`config.mk`:
```
export PLATFORM = sky130hd
export DESIGN_NAME = req_latency_meter
export DESIGN_NICKNAME = d
export VERILOG_FILES = /design/src/rtl/lat_meter_pkg.sv /design/src/rtl/lat_prescaler.sv /design/src/rtl/lat_sat_counter.sv /design/src/rtl/lat_state_snap.sv /design/src/rtl/req_latency_meter.sv
export SDC_FILE = /design/constraint.sdc
export NUM_CORES = 1
export LEC_CHECK = 0
export BUFFER_PORTS_ARGS = -buffer_cell sky130_fd_sc_hd__buf_2
export CAP_MARGIN = 20
export CORE_MARGIN = 1.5
export CORE_UTILIZATION = 45
export DETAILED_ROUTE_END_ITERATION = 6
export GPL_TIMING_DRIVEN = 0
export PLACE_DENSITY = 0.72
export SLEW_MARGIN = 15
export SYNTH_ARGS = -nofsm -noshare
export SYNTH_HDL_FRONTEND = slang
export SYNTH_SLANG_ARGS = --single-unit
```
`constraint.sdc`:
```
create_clock -name clk -period 12.2 [get_ports clk]
set_clock_uncertainty 0.2 [all_clocks]
set_input_delay 0 -clock clk [delete_from_list [all_inputs] [get_ports clk]]
set_output_delay 0 -clock clk [all_outputs]
set_load 0.02 [all_outputs]
```
`src/rtl/lat_meter_pkg.sv`:
```
package lat_meter_pkg;
    // Lane order inside the state word; the index selects the 4-bit group.
    typedef enum logic [2:0] {
        LANE_USB_RX = 3'd0,
        LANE_USB_TX = 3'd1,
        LANE_DP_TX0 = 3'd2,
        LANE_DP_TX1 = 3'd3,
        LANE_DP_TX2 = 3'd4,
        LANE_DP_TX3 = 3'd5
    } lane_idx_e;

    localparam int LANE_NUM   = 6;
    localparam int PSTATE_BITS = 2;
    // Group = pstate, then request, then acknowledge.
    localparam int GROUP_BITS = PSTATE_BITS + 2;
endpackage

```
`src/rtl/lat_prescaler.sv`:
```
module lat_prescaler #(
    parameter int PRE_W  = 32,
    parameter int MULT_W = 5
) (
    input  logic              clk,
    input  logic              rst_n,
    input  logic              clear_i,
    input  logic              run_i,
    input  logic [MULT_W-1:0] mult_i,
    output logic              tick_o
);
    typedef struct packed {
        logic [PRE_W-1:0] phase;
    } pre_state_t;

    pre_state_t pre_d, pre_q;
    logic [PRE_W-1:0] terminal;

    always_comb begin
        terminal = (PRE_W'(1) << mult_i) - PRE_W'(1);
        tick_o   = run_i && !clear_i && (pre_q.phase == terminal);
        pre_d    = pre_q;
        if (clear_i) begin
            pre_d.phase = '0;
        end else if (run_i) begin
            pre_d.phase = tick_o ? '0 : pre_q.phase + PRE_W'(1);
        end
    end

    always_ff @(posedge clk or negedge rst_n) begin
        if (!rst_n) begin
            pre_q <= '0;
        end else begin
            pre_q <= pre_d;
        end
    end
endmodule

```
`src/rtl/lat_sat_counter.sv`:
```
module lat_sat_counter #(
    parameter int CNT_W = 16
) (
    input  logic             clk,
    input  logic             rst_n,
    input  logic             clear_i,
    input  logic             inc_i,
    output logic [CNT_W-1:0] count_o,
    output logic             overrun_o
);
    localparam logic [CNT_W-1:0] CNT_MAX = '1;

    typedef struct packed {
        logic [CNT_W-1:0] value;
        logic             ovr;
    } cnt_state_t;

    cnt_state_t cnt_d, cnt_q;

    always_comb begin
        cnt_d = cnt_q;
        if (clear_i) begin
            cnt_d.value = '0;
            cnt_d.ovr   = 1'b0;
        end else if (inc_i) begin
            if (cnt_q.value == CNT_MAX) begin
                cnt_d.ovr = 1'b1;
            end else begin
                cnt_d.value = cnt_q.value + CNT_W'(1);
            end
        end
    end

    always_ff @(posedge clk or negedge rst_n) begin
        if (!rst_n) begin
            cnt_q <= '0;
        end else begin
            cnt_q <= cnt_d;
        end
    end

    assign count_o   = cnt_q.value;
    assign overrun_o = cnt_q.ovr;
endmodule

```
`src/rtl/lat_state_snap.sv`:
```
module lat_state_snap #(
    parameter int LANES  = 6,
    parameter int PST_W  = 2
) (
    input  logic                           clk,
    input  logic                           rst_n,
    input  logic                           capture_i,
    input  logic                           sel_i,
    input  logic [LANES*(PST_W+2)-1:0]     live_i,
    output logic [LANES*(PST_W+2)-1:0]     state_o
);
    localparam int GRP_W = PST_W + 2;

    typedef struct packed {
        logic             ack;
        logic             req;
        logic [PST_W-1:0] pstate;
    } lane_grp_t;

    for (genvar g = 0; g < LANES; g++) begin : g_lane
        lane_grp_t grp_d, grp_q, live_grp;

        always_comb begin
            live_grp = live_i[g*GRP_W +: GRP_W];
            grp_d    = capture_i ? live_grp : grp_q;
        end

        always_ff @(posedge clk or negedge rst_n) begin
            if (!rst_n) begin
                grp_q <= '0;
            end else begin
                grp_q <= grp_d;
            end
        end

        assign state_o[g*GRP_W +: GRP_W] = sel_i ? grp_q : live_grp;
    end
endmodule

```
`src/rtl/req_latency_meter.sv`:
```
module req_latency_meter #(
    parameter int CNT_W  = 16,
    parameter int MULT_W = 5,
    parameter int PRE_W  = 32,
    parameter int LANES  = lat_meter_pkg::LANE_NUM,
    parameter int PST_W  = lat_meter_pkg::PSTATE_BITS
) (
    input  logic                          clk,
    input  logic                          rst_n,
    input  logic                          start_i,
    input  logic                          done_i,
    input  logic                          timeout_i,
    input  logic [MULT_W-1:0]             mult_i,
    input  logic                          snap_sel_i,
    input  logic [LANES*(PST_W+2)-1:0]    lane_state_i,
    output logic [CNT_W-1:0]              count_o,
    output logic                          overrun_o,
    output logic [LANES*(PST_W+2)-1:0]    state_o
);
    typedef struct packed {
        logic              running;
        logic [MULT_W-1:0] mult;
    } ctl_state_t;

    ctl_state_t ctl_d, ctl_q;
    logic       tick;
    logic       capture;

    always_comb begin
        ctl_d   = ctl_q;
        capture = ctl_q.running && timeout_i && !start_i;
        if (start_i) begin
            ctl_d.running = 1'b1;
            ctl_d.mult    = mult_i;
        end else if (ctl_q.running && (done_i || timeout_i)) begin
            ctl_d.running = 1'b0;
        end
    end

    always_ff @(posedge clk or negedge rst_n) begin
        if (!rst_n) begin
            ctl_q <= '0;
        end else begin
            ctl_q <= ctl_d;
        end
    end

    lat_prescaler #(.PRE_W(PRE_W), .MULT_W(MULT_W)) u_pre (
        .clk     (clk),
        .rst_n   (rst_n),
        .clear_i (start_i),
        .run_i   (ctl_q.running),
        .mult_i  (ctl_q.mult),
        .tick_o  (tick)
    );

    lat_sat_counter #(.CNT_W(CNT_W)) u_cnt (
        .clk       (clk),
        .rst_n     (rst_n),
        .clear_i   (start_i),
        .inc_i     (tick),
        .count_o   (count_o),
        .overrun_o (overrun_o)
    );

    lat_state_snap #(.LANES(LANES), .PST_W(PST_W)) u_snap (
        .clk       (clk),
        .rst_n     (rst_n),
        .capture_i (capture),
        .sel_i     (snap_sel_i),
        .live_i    (lane_state_i),
        .state_o   (state_o)
    );
endmodule

```
* Word-level counts from Yosys, hierarchy flattened *
Index checks and enable logic that the tools add are counted.

word-level totals
  register bits after elaboration = 79
  bits in latches = 0
  bits in writable memories = 0
  bits in read-only memories = 0
  input bits = 35
  word-level logic and storage cells = 58
  memories kept = 0

cells by class
  $add $sub $neg = 3
  multipliers = 0
  div/mod/pow operators = 0
  magnitude comparators = 0
  eq/ne operators = 3
  shift-type cells = 1
  mux-type cells = 15
  bitwise gates (word level) = 0
  reduce and logical (&&, ||, !) cells = 13

operator list
  cell                   number
  $mux 32                3
  $mux 17                2
  $add 32x1->32 const B  1
  $eq 32x32->1           1
  $shl 1x5->32 const A   1
  $sub 32x2->32 const B  1
  $mux 4                 6
  $add 16x1->16 const B  1
  $eq 16x16->1 const B   1
  $mux 16                1
  $reduce_bool 2->1      4
  $logic_and 1x1->1      5
  $reduce_and 2->1       2
  $mux 1                 3
  $ne 2x2->1 const B     1
  $logic_not 1->1        1
  $logic_or 1x1->1       1

* Longest topological paths before layout *
  depth after elaboration = 7
  gate-level depth with buffers = 16

* Modules after synthesis *
From an unflattened synthesis, not the netlist that was laid out.

second synthesis, totals
  cell total of the unflattened synthesis = 580
  area total of the unflattened synthesis = 5566.6 µm²

modules (own cells, without submodules)
  module             instances  cells an instance  area each (µm²)  seq. area each (µm²)
  lat_prescaler      1          387                2974.1           800.8
  lat_state_snap     1          78                 1393.8           600.6
  lat_sat_counter    1          99                 942.2            425.4
  req_latency_meter  1          16                 256.5            150.1

* Worst setup path after synthesis *
No wires, ideal clock.

  kind = reg-to-reg
  start = reg ctl_q[1] in the netlist's numbering
  end = reg u_cnt.cnt_q (netlist bit u_cnt.count_o[14])
  data arrival time = 3.664 ns
  data required time = 11.875 ns
  path slack = 8.211 ns
  cell stages (with the launch flop) = 14
  path buffers = 2
  period minus slack after synthesis = 3.989 ns
  cells stage by stage = dfrtp_1 buf_6 or3_1 or3_1 ha_1 or4bb_1 a2111o_1 o211ai_1 o2111ai_1 nor4_2 nand4_2 buf_6 nor3_1 mux2_2

between the ends
  cells in the longest elaborated chain, start to end = 6

ends and longest elaborated chain
  item                         RTL line                 RTL
  from (decl)                  req_latency_meter.sv:25  ctl_state_t ctl_d, ctl_q;
  from (signal assigned)       req_latency_meter.sv:44  ctl_q <= ctl_d;
  $shl 1x5->32                 lat_prescaler.sv:20      terminal = (PRE_W'(1) << mult_i) - PRE_W'(1);
  $sub 32x2->32                lat_prescaler.sv:20
  $eq 32x32->1                 lat_prescaler.sv:21      tick_o = run_i && !clear_i && (pre_q.phase == terminal);
  $logic_and 1x1->1            lat_prescaler.sv:21
  $reduce_bool 2->1 (no line)  n/a
  $reduce_and 2->1 (no line)   n/a
  to (signal assigned)         lat_sat_counter.sv:38    cnt_q <= cnt_d;
  to (decl)                    lat_sat_counter.sv:18    cnt_state_t cnt_d, cnt_q;

Every way passes these cells.
A chain may end at the register's enable or synchronous reset.

* Worst setup path after layout *
  start = reg ctl_q[4] in the netlist's numbering
  end = reg u_cnt.cnt_q (netlist bit u_cnt.count_o[5])

Same word-level chain as after synthesis.

==> results.json <==
{
  "cp_max_fo": 10,
  "first_iter_violations": 262,
  "post-dp-hpwl_mm": 9.49,
  "ant_nets": 0,
  "area_growth_pct": 22.3,
  "power_density_nw_per_um2": 102,
  "stdcell_area_um2": 6140,
  "utilization": 0.566,
  "ys_seq_area_frac": 0.394,
  "cts_made_buffers": 9,
  "port_buffers": 74,
  "synth_cells": 531,
  "worstPathArrival_ps": 4690,
  "status": "finished clean",
  "critPathLaunchType": "register",
  "die-area_um2": 11800,
  "clk_path_buf_depth": 2,
  "maxCapViolCount": 0,
  "setup_tns_ps": 0,
  "htree_levels": 3,
  "rows": 38,
  "crit_path_max_incr_delay_ps": 550,
  "clkSlewWorstSetupHoldPaths_ps": 90,
  "routabilityCongestion": 0.945,
  "hold_violations": 0,
  "path_class": "reg -> reg",
  "yosysWarnings": 0,
  "drt-vias-per-instance": 5.68,
  "crit_required_ps": 12250,
  "grt_pass1_vias": 4434,
  "rsz0062_at_grt": "no",
  "clock-root-buffer": "clkbuf_8",
  "antenna_found_initial": 0,
  "async_reset_ff_frac": 1.00,
  "slowest_stage": "or4bb_1",
  "netlist_area_um2": 5020,
  "path_cells": "buf_2 > buf_1 > or3_1 > ha_1 > or4bb_1 > a2111o_1 > o211ai_1 > o2111ai_1 > nor4_2 > nand4_2 > buf_6 > nor3_1 > mux2_2",
  "synth_flop_cell": "dfrtp_1",
  "syn_nets": 569,
  "die_w_um": 109,
  "cts-resized-gates": 0,
  "fin_total_pwr_uw": 623,
  "drive_gt1_frac": 0.266,
  "final_cell_mix": "buf_2, dfrtp_1, mux2_2",
  "remaining_drc_errors": 0,
  "hp-class": "in -> reg",
  "clock_sinks": 79,
  "nets": 692,
  "end_kind": "register",
  "leakagePower_nw": 2.59,
  "die_h_um": 109,
  "coreArea_um2": 10800,
  "synth_edf_count": 0,
  "fillCellCount": 966,
  "grt_pass1_wl_mm": 22.3,
  "dpl.cell_count": 746,
  "stdcell_count": 799,
  "worstMarginPinSlew_ps": 735,
  "track_usage": 0.242,
  "cts_tree": "built",
  "seqCellArea_um2": 1980,
  "synth_cell_types": 70,
  "multi_input_area_um2": 2810,
  "first_pass_iters": 5,
  "dpl-instance-area_um2": 5590,
  "period_minus_slack_ps": 4650,
  "clk_latency_ps": 360,
  "grt-ovfl-total": 0,
  "slew_violations": 0,
  "relSlewSlack": 0.507,
  "initial_core_util": 0.463,
  "ys_seq_elements": 79,
  "setup_violations": 0,
  "antennaDiodeCount": 0,
  "grt_max_degree": 42,
  "vias": 4541,
  "io_pins": 76,
  "wirelength_mm": 13.8,
  "wl_per_cell_um": 17.2,
  "period_share": 0.381,
  "avgSynthCellArea_um2": 9.45,
  "vdd_drop_max_v": 0.0000754,
  "max_freq_ghz": 0.215
}
[stage by stage]
step / hold slack, ps / setup WS (ps)
final: 12.5 / 7550
after floorplan: -496 / 8210
after detailed placement: -183 / 7680
after global routing: 17.4 / 7360
after global placement: -24.2 / 7700
after CTS: 12.5 / 7630
[flip-flops by register name (all words and copies together), names as in the netlist]
register             flops
u_pre.pre_q             32
u_snap.g_lane.grp_q     24
u_cnt.overrun_o          1
ctl_q                    6
u_cnt.count_o           16
[worst max-delay path: cells and delay by family, from the launching register on]
family                     cells  cell delay (ps)
DFF                            1              460
AOI/OAI and AO/OA              3              670
buffers and inverters          3              710
muxes                          1              350
adders and majority gates      1              270
and+or+nand+nor                5             1840
[report_power, final]
part | internal, mW | switching (mW)
clock | 0.0738 | 0.102
combinational | 0.0721 | 0.0845
sequential | 0.280 | 0.0115
total | 0.426 | 0.198
[what timing repair did]
action,in CTS,in global routing
endpoints found under the hold margin,112,0
hold buffers,37,0
setup buffers,0,0
[cell usage after synthesis, types with 9 or more instances]
library cell / instances / area share
clkbuf_1: 20 / 0.015
a31oi_1: 9 / 0.011
or3_1: 14 / 0.017
o21ai_0: 21 / 0.021
nor3_1: 18 / 0.018
nand2_1: 46 / 0.034
nor2_1: 49 / 0.037
dfrtp_1: 79 / 0.39
xnor2_1: 22 / 0.038
nand3_1: 25 / 0.025
inv_1: 9 / 0.0067
xor2_1: 21 / 0.037
a21oi_1: 20 / 0.020
mux2_2: 55 / 0.12
[path summary, 6_finish.rpt]
path | startpoint | to | slack (ps) | cells past startpoint
worst min register to register | u_cnt.overrun_o | u_cnt.overrun_o | 300 | 1
worst max-delay path | ctl_q[4] | u_cnt.count_o[5] | 7550 | 13
max in group asynchronous | rst_n | u_snap.g_lane[2].grp_q[1] | 11050 | 4
worst min-delay path | timeout_i | u_snap.g_lane[5].grp_q[1] | 10 | 3
worst max register to register | ctl_q[4] | u_cnt.count_o[5] | 7550 | 13
min in group asynchronous | rst_n | u_pre.pre_q[5] | 340 | 3
[kinds of logic after synthesis]
group | count (synthesis) | share of synthesized area
multiplexers | 58 | 0.129
AO/OA/AOI/OAI | 90 | 0.121
AND/OR/NAND/NOR | 208 | 0.218
XOR/XNOR | 45 | 0.0842
adder cells (fa/ha/maj) | 3 | 0.00748
buffers and inverters | 48 | 0.0464
flip-flops | 79 | 0.394
[layer usage]
| layer | track usage | part of all wire | up-vias |
|---|---|---|---|
| met4 | 0.0761 | 0.018 | 0 |
| met5 | 0 | 0 | - |
| li1 | - | - | 2144 |
| met3 | 0.0359 | 0.041 | 22 |
| met2 | 0.409 | 0.50 | 135 |
| met1 | 0.320 | 0.44 | 2240 |
[layout make-up]
| cell class | count | area share |
|---|---|---|
| clock inverters | 7 | 0.00774 |
| multi-input cells | 404 | 0.458 |
| repair buffers | 112 | 0.126 |
| clock buffers | 9 | 0.0202 |
| flip-flops and latches | 79 | 0.322 |
| inverters | 11 | 0.00673 |
| well taps | 140 | 0.0285 |
| plain buffers | 37 | 0.0312 |
Note: power is estimated with default switching activity, not from simulation.
